**src/rtl/dacwr_pkg.sv**
```systemverilog
package dacwr_pkg;

  typedef enum logic [2:0] {
    ST_IDLE,
    ST_SETUP,
    ST_STROBE,
    ST_HOLD,
    ST_ACK
  } wr_state_e;

  // whole cycles needed to cover a nanosecond minimum, rounded up
  function automatic int unsigned ns_to_cycles(input int unsigned ns,
                                               input int unsigned clk_ns);
    int unsigned c;
    c = (ns + clk_ns - 1) / clk_ns;
    if (c == 0) c = 1;
    return c;
  endfunction

  function automatic int unsigned max2(input int unsigned a, input int unsigned b);
    return (a > b) ? a : b;
  endfunction

endpackage

```
**src/rtl/dacwr_decode.sv**
```systemverilog
module dacwr_decode #(
  parameter int N_CONV    = 4,
  parameter int ADDR_W    = 4,
  parameter int BASE_ADDR = 2,
  parameter int XFER_ADDR = 12
) (
  input  logic [ADDR_W-1:0] addr,
  output logic [N_CONV-1:0] hit_conv,
  output logic              hit_xfer,
  output logic              hit_any
);

  localparam logic [ADDR_W-1:0] XFER_A = ADDR_W'(XFER_ADDR);

  for (genvar i = 0; i < N_CONV; i++) begin : g_slot
    localparam logic [ADDR_W-1:0] SLOT_A = ADDR_W'(BASE_ADDR + i);
    assign hit_conv[i] = (addr == SLOT_A);
  end

  assign hit_xfer = (addr == XFER_A) && (hit_conv == '0);
  assign hit_any  = hit_xfer || (hit_conv != '0);

  always_comb begin
    assert ($onehot0({hit_conv, hit_xfer}))
      else $error("p_decode_unique_r2: address hits more than one target");
  end

endmodule

```
**src/rtl/dacwr_timer.sv**
```systemverilog
module dacwr_timer #(
  parameter int CNT_W = 7
) (
  input  logic             clk,
  input  logic             rst_n,
  input  logic             load,
  input  logic [CNT_W-1:0] load_val,
  output logic             expired
);

  logic [CNT_W-1:0] cnt_q;
  logic [CNT_W-1:0] load_max_q;

  always_ff @(posedge clk or negedge rst_n) begin
    if (!rst_n) begin
      cnt_q      <= '0;
      load_max_q <= '0;
    end else if (load) begin
      cnt_q      <= load_val;
      load_max_q <= load_val;
    end else if (cnt_q != '0) begin
      cnt_q <= cnt_q - 1'b1;
    end
  end

  assign expired = (cnt_q == '0);

  p_timer_bound_r4: assert property (@(posedge clk) disable iff (!rst_n)
    cnt_q <= load_max_q)
    else $error("p_timer_bound_r4: counter above its loaded value");

  p_timer_down_r4: assert property (@(posedge clk) disable iff (!rst_n)
    (!load && cnt_q != '0) |=> (cnt_q == $past(cnt_q) - 1'b1))
    else $error("p_timer_down_r4: counter did not step down");

endmodule

```
**src/rtl/dacwr_seq.sv**
```systemverilog
module dacwr_seq
  import dacwr_pkg::*;
#(
  parameter int N_CONV     = 4,
  parameter int DATA_W     = 8,
  parameter int STROBE_CYC = 113,
  parameter int HOLD_CYC   = 7,
  parameter int CNT_W      = 7
) (
  input  logic              clk,
  input  logic              rst_n,
  input  logic              req_valid,
  input  logic [DATA_W-1:0] req_data,
  input  logic [N_CONV-1:0] hit_conv,
  input  logic              hit_xfer,
  input  logic              hit_any,
  input  logic              t_expired,
  output logic              t_load,
  output logic [CNT_W-1:0]  t_val,
  output logic              ack,
  output logic [N_CONV-1:0] sel_conv,
  output logic              sel_xfer,
  output logic              strobe,
  output logic [DATA_W-1:0] data_out
);

  localparam logic [CNT_W-1:0] STROBE_LD = CNT_W'(STROBE_CYC - 1);
  localparam logic [CNT_W-1:0] HOLD_LD   = CNT_W'(HOLD_CYC - 1);

  wr_state_e         state_q;
  logic              ack_q, strobe_q, xf_q;
  logic [N_CONV-1:0] cs_q;
  logic [DATA_W-1:0] data_q;

  // named internal events
  logic ev_accept, ev_miss, ev_strobe_fall, ev_strobe_rise, ev_hold_done;
  assign ev_accept      = (state_q == ST_IDLE) && req_valid && hit_any;
  assign ev_miss        = (state_q == ST_IDLE) && req_valid && !hit_any;
  assign ev_strobe_fall = (state_q == ST_SETUP);
  assign ev_strobe_rise = (state_q == ST_STROBE) && t_expired;
  assign ev_hold_done   = (state_q == ST_HOLD) && t_expired;

  assign t_load = ev_strobe_fall || ev_strobe_rise;
  assign t_val  = ev_strobe_fall ? STROBE_LD : HOLD_LD;

  always_ff @(posedge clk or negedge rst_n) begin
    if (!rst_n) begin
      state_q  <= ST_IDLE;
      ack_q    <= 1'b0;
      strobe_q <= 1'b0;
      xf_q     <= 1'b0;
      cs_q     <= '0;
      data_q   <= '0;
    end else begin
      unique case (state_q)
        ST_IDLE: begin
          ack_q <= 1'b0;
          if (ev_accept) begin
            cs_q    <= hit_conv;
            xf_q    <= hit_xfer;
            data_q  <= req_data;
            state_q <= ST_SETUP;
          end else if (ev_miss) begin
            ack_q   <= 1'b1;
            state_q <= ST_ACK;
          end
        end
        ST_SETUP: begin
          strobe_q <= 1'b1;
          state_q  <= ST_STROBE;
        end
        ST_STROBE: begin
          if (ev_strobe_rise) begin
            strobe_q <= 1'b0;
            state_q  <= ST_HOLD;
          end
        end
        ST_HOLD: begin
          if (ev_hold_done) begin
            cs_q    <= '0;
            xf_q    <= 1'b0;
            ack_q   <= 1'b1;
            state_q <= ST_ACK;
          end
        end
        ST_ACK: begin
          ack_q   <= 1'b0;
          state_q <= ST_IDLE;
        end
        default: state_q <= ST_IDLE;
      endcase
    end
  end

  assign ack      = ack_q;
  assign sel_conv = cs_q;
  assign sel_xfer = xf_q;
  assign strobe   = strobe_q;
  assign data_out = data_q;

  p_data_stable_r5: assert property (@(posedge clk) disable iff (!rst_n)
    (state_q == ST_STROBE || state_q == ST_HOLD) |=> $stable(data_q))
    else $error("p_data_stable_r5: data moved during strobe or hold");

  p_sel_held_r5: assert property (@(posedge clk) disable iff (!rst_n)
    $fell(strobe_q) |-> ({cs_q, xf_q} != '0))
    else $error("p_sel_held_r5: select dropped when strobe rose");

  p_ack_pulse_r6: assert property (@(posedge clk) disable iff (!rst_n)
    ack_q |=> !ack_q)
    else $error("p_ack_pulse_r6: acknowledge longer than one cycle");

  p_ack_quiet_r8: assert property (@(posedge clk) disable iff (!rst_n)
    ack_q |-> (!strobe_q && cs_q == '0 && !xf_q))
    else $error("p_ack_quiet_r8: bus active during acknowledge");

  p_busy_no_accept_r7: assert property (@(posedge clk) disable iff (!rst_n)
    (state_q != ST_IDLE && state_q != ST_ACK) |=> (state_q != ST_IDLE))
    else $error("p_busy_no_accept_r7: cycle ended without acknowledge");

endmodule

```
**src/rtl/dacwr_ctrl.sv**
```systemverilog
module dacwr_ctrl
  import dacwr_pkg::*;
#(
  parameter int N_CONV    = 4,
  parameter int ADDR_W    = 4,
  parameter int DATA_W    = 8,
  parameter int CLK_NS    = 8,
  parameter int STROBE_NS = 900,
  parameter int HOLD_NS   = 50,
  parameter int BASE_ADDR = 2,
  parameter int XFER_ADDR = 12
) (
  input  logic              clk,
  input  logic              rst_n,
  input  logic              req_valid,
  input  logic [ADDR_W-1:0] req_addr,
  input  logic [DATA_W-1:0] req_data,
  output logic              req_ack,
  output logic [N_CONV-1:0] cs_n,
  output logic              xfer_n,
  output logic              wr_n,
  output logic [DATA_W-1:0] dac_data
);

  localparam int STROBE_CYC = int'(ns_to_cycles(STROBE_NS, CLK_NS));
  localparam int HOLD_CYC   = int'(ns_to_cycles(HOLD_NS, CLK_NS));
  localparam int CNT_W      = $clog2(int'(max2(STROBE_CYC, HOLD_CYC)) + 1);

  logic [N_CONV-1:0] hit_conv, sel_conv;
  logic              hit_xfer, hit_any, sel_xfer, strobe;
  logic              t_load, t_expired;
  logic [CNT_W-1:0]  t_val;

  dacwr_decode #(
    .N_CONV(N_CONV), .ADDR_W(ADDR_W),
    .BASE_ADDR(BASE_ADDR), .XFER_ADDR(XFER_ADDR)
  ) u_decode (
    .addr(req_addr), .hit_conv(hit_conv), .hit_xfer(hit_xfer), .hit_any(hit_any)
  );

  dacwr_timer #(.CNT_W(CNT_W)) u_timer (
    .clk(clk), .rst_n(rst_n), .load(t_load), .load_val(t_val), .expired(t_expired)
  );

  dacwr_seq #(
    .N_CONV(N_CONV), .DATA_W(DATA_W),
    .STROBE_CYC(STROBE_CYC), .HOLD_CYC(HOLD_CYC), .CNT_W(CNT_W)
  ) u_seq (
    .clk(clk), .rst_n(rst_n), .req_valid(req_valid), .req_data(req_data),
    .hit_conv(hit_conv), .hit_xfer(hit_xfer), .hit_any(hit_any),
    .t_expired(t_expired), .t_load(t_load), .t_val(t_val),
    .ack(req_ack), .sel_conv(sel_conv), .sel_xfer(sel_xfer),
    .strobe(strobe), .data_out(dac_data)
  );

  assign cs_n   = ~sel_conv;
  assign xfer_n = ~sel_xfer;
  assign wr_n   = ~strobe;

  p_strobe_one_sel_r2: assert property (@(posedge clk) disable iff (!rst_n)
    !wr_n |-> ($countones({~cs_n, ~xfer_n}) == 1))
    else $error("p_strobe_one_sel_r2: strobe without exactly one select");

  p_sel_before_strobe_r4: assert property (@(posedge clk) disable iff (!rst_n)
    $fell(wr_n) |-> $past({~cs_n, ~xfer_n} != '0))
    else $error("p_sel_before_strobe_r4: strobe fell with no setup cycle");

endmodule

```
**config.mk**
```make
export PLATFORM = sky130hd
export DESIGN_NAME = dacwr_ctrl
export DESIGN_NICKNAME = d
export VERILOG_FILES = /design/src/rtl/dacwr_pkg.sv /design/src/rtl/dacwr_decode.sv /design/src/rtl/dacwr_timer.sv /design/src/rtl/dacwr_seq.sv /design/src/rtl/dacwr_ctrl.sv
export SDC_FILE = /design/constraint.sdc
export NUM_CORES = 1
export LEC_CHECK = 0
export BUFFER_PORTS_ARGS = -buffer_cell sky130_fd_sc_hd__buf_4
export CORE_MARGIN = 2
export CORE_UTILIZATION = 56
export CTS_BUF_LIST = sky130_fd_sc_hd__clkbuf_16
export DETAILED_ROUTE_END_ITERATION = 7
export GPL_ROUTABILITY_DRIVEN = 0
export GPL_TIMING_DRIVEN = 0
export HOLD_SLACK_MARGIN = 0.05
export PLACE_DENSITY = 0.91
export SYNTH_ARGS = -nofsm -noshare
export SYNTH_HDL_FRONTEND = slang
export SYNTH_SLANG_ARGS = --single-unit
```
**constraint.sdc**
```tcl
create_clock -name clk -period 4.4 [get_ports clk]
set_input_delay 0.88 -clock clk [delete_from_list [all_inputs] [get_ports clk]]
set_output_delay 0.88 -clock clk [all_outputs]
set_load 0.02 [all_outputs]
```
==> impl_metrics.ini <==
[synth]
netlist_area_mm2 = 0.00132
synth_mux_area_share_pct = 12.8
seq_area_frac_synth_pct = 47.5
ys_top_cells_by_area = dfrtp_1, mux2_4, mux2i_1
synth_top_cell_by_area = dfrtp_1
synth_xor_area_share_pct = 2.66
ys_seq_elements = 25
synth_nets = 138
synth_fa_ha_area_share_pct = 1.90
synth-async-reset-ratio_pct = 100
synth-compound-area-share_pct = 12.0
yosysUniqueCellTypes = 41
synth_top_family_by_area = simple AND/OR/NAND/NOR gates
syn_inst = 121
ys.flop_type = dfrtp_1
ys_warn_count = 0
synth_top_area_share_pct = 47.5
synthSimpleGateAreaFrac_pct = 18.8
synth_edf_count = 0
synth.avg_cell_area_um2 = 10.9

[timing]
finalCriticalPeriod_ps = 1960
max_freq_mhz = 511
period_share_pct = 44.5
worstMarginPinSlew_ps = 494
setup_tns_ps = 0
slew_headroom_pct = 66.8
fin_skew_ps = 2.60
setup-violations-final = 0
slew_violations = 0
rsz0062_at_grt = false
hold_violations = 0

[setup_path]
ff2ff_path_depth = 6
critical_path.endpoint_type = register
cp_max_fo = 10
start_kind = input pin
cp_data_arrival_time_ps = 2100
worstSetupPathType = in2reg
required_ps = 4540

[power]
power_mw = 1.15
vdd_drop_max_mv = 0.475
p_leak_nw = 0.790
power.density_mw_per_mm2 = 695

[cts]
cts_root_buf = clkbuf_16
cts_max_path_buffers = 2
cts_setup_buffers = 0
insertion_delay_ps = 260
cts.hold.buffers_added = 0
post_cts_resized = 0
cts_tree = built
htreeDepth = 1
cts_num_sinks = 25
numCtsBuffers = 3
path_clk_slew_ps = 60

[detailed_routing]
first_pass_iters = 4
final_antenna_net_count = 0
route.detailed.drc = 0
drt_iter0_markers = 18
wl_um = 2860
vias_per_cell = 5.95
num_vias = 1082
post_drt_wl_per_cell_um = 15.7

[global_route]
grt_use_total_pct = 24.1
grt_antenna_before_repair = 0
grt_pass1_wl_um = 4870
grt_max_degree = 26
grt_pass1_vias = 1101
grt-ovfl-total = 0

[final_layout]
syn2layout_area_growth_pct = 25.3
final_cell_mix = buf_4, dfrtp_1, nand2_1, inv_1, mux2i_1
fillerInstances = 152
nets = 172
diodes = 0
regArea_um2 = 626
layout_commonest_cell = buf_4
multi_input_area_um2 = 634
drive_gt1_share_pct = 29.2

[run_status]
status = finished clean

[floorplanning]
io-pin-count = 30
coreArea_mm2 = 0.00221
initial_core_util_pct = 59.5
fp-row-count = 17
die_h_um = 52.5
die_area_mm2 = 0.00275
die_w_um = 52.5

[min_path]
hold_path_class = reg2reg
holdPathStages = 1

[place]
io_buffers = 29
dp.final_hpwl_um = 2060

[run]
cap_viol_max_count = 0
==> critical path, cell delays in order <==
cell,delay (ps)
buf_4,140
nor3b_2,250
a22o_1,240
nand2_2,110
buf_6,180
mux2_4,300
==> layer usage <==
layer  up-vias  track usage, %  wire [um]
met4         0            13.7         74
met3         8            2.86        179
met5         -               0          0
li1        497               -          -
met1       532            29.5       1190
met2        45            40.8       1410
==> worst paths after layout <==
path | from | to | slack, ps
worst max register to register | u_timer.cnt_q[0] | u_timer.cnt_q[3] | 2690
worst min register to register | u_seq.data_out[0] | u_seq.data_out[0] | 490
max in group asynchronous | rst_n | u_timer.cnt_q[1] | 3650
worst max-delay path | req_addr[1] | u_seq.data_out[5] | 2440
worst min-delay path | u_seq.data_out[0] | u_seq.data_out[0] | 490
min in group asynchronous | rst_n | u_seq.data_out[7] | 510
==> power by group <==
part	switching (mW)	leakage [nW]	internal, mW
Clock	0.0806	0.0409	0.123
Sequential	0.0903	0.303	0.336
Combinational	0.275	0.446	0.242
==> final cells by class <==
type | count | area share [%]
plain buffers | 4 | 1.37
clock buffers | 3 | 4.55
clock inverters | 1 | 0.303
inverters | 9 | 2.05
multi-input cells | 83 | 38.5
flip-flops and latches | 25 | 37.9
well taps | 28 | 2.12
repair buffers | 29 | 13.2
==> sequential cells by signal, indices dropped and copies added, names as in the netlist <==
signal,cells
u_seq.strobe,1
u_seq.sel_conv,4
u_seq.data_out,8
u_seq.state_q,3
u_seq.sel_xfer,1
u_seq.ack,1
u_timer.cnt_q,7
==> per-stage QoR <==
| step | area (um2) | hold WS (ps) | util, % | cells | setup WS (ps) |
|---|---|---|---|---|---|
| CTS | 1650 | 499 | 74.5 | 182 | 2430 |
| floorplan | 1320 | 462 | - | 121 | 2430 |
| finish | 1650 | 493 | 74.5 | 182 | 2440 |
| global placement | 1570 | 478 | 70.9 | 178 | 2220 |
| detailed placement | 1570 | 485 | 70.9 | 178 | 2160 |
| global route | 1650 | 526 | 74.5 | 182 | 2380 |
==> Yosys cell counts, drive strengths merged, types with 3 or more instances <==
cell	count
nand3	4
nor2	5
xor2	3
o21ai	5
nand2	15
clkbuf	3
mux2	8
inv	9
dfrtp	25
mux2i	6
a21oi	3
==> logic make-up after synthesis <==
| family | count (synthesis) |
|---|---|
| simple gates | 41 |
| flops | 25 |
| compound gates | 22 |
| mux | 14 |
| buf+inv | 13 |
| xor+xnor | 4 |
| fa+ha+maj | 2 |
Note: power is estimated with default switching activity, not from simulation.
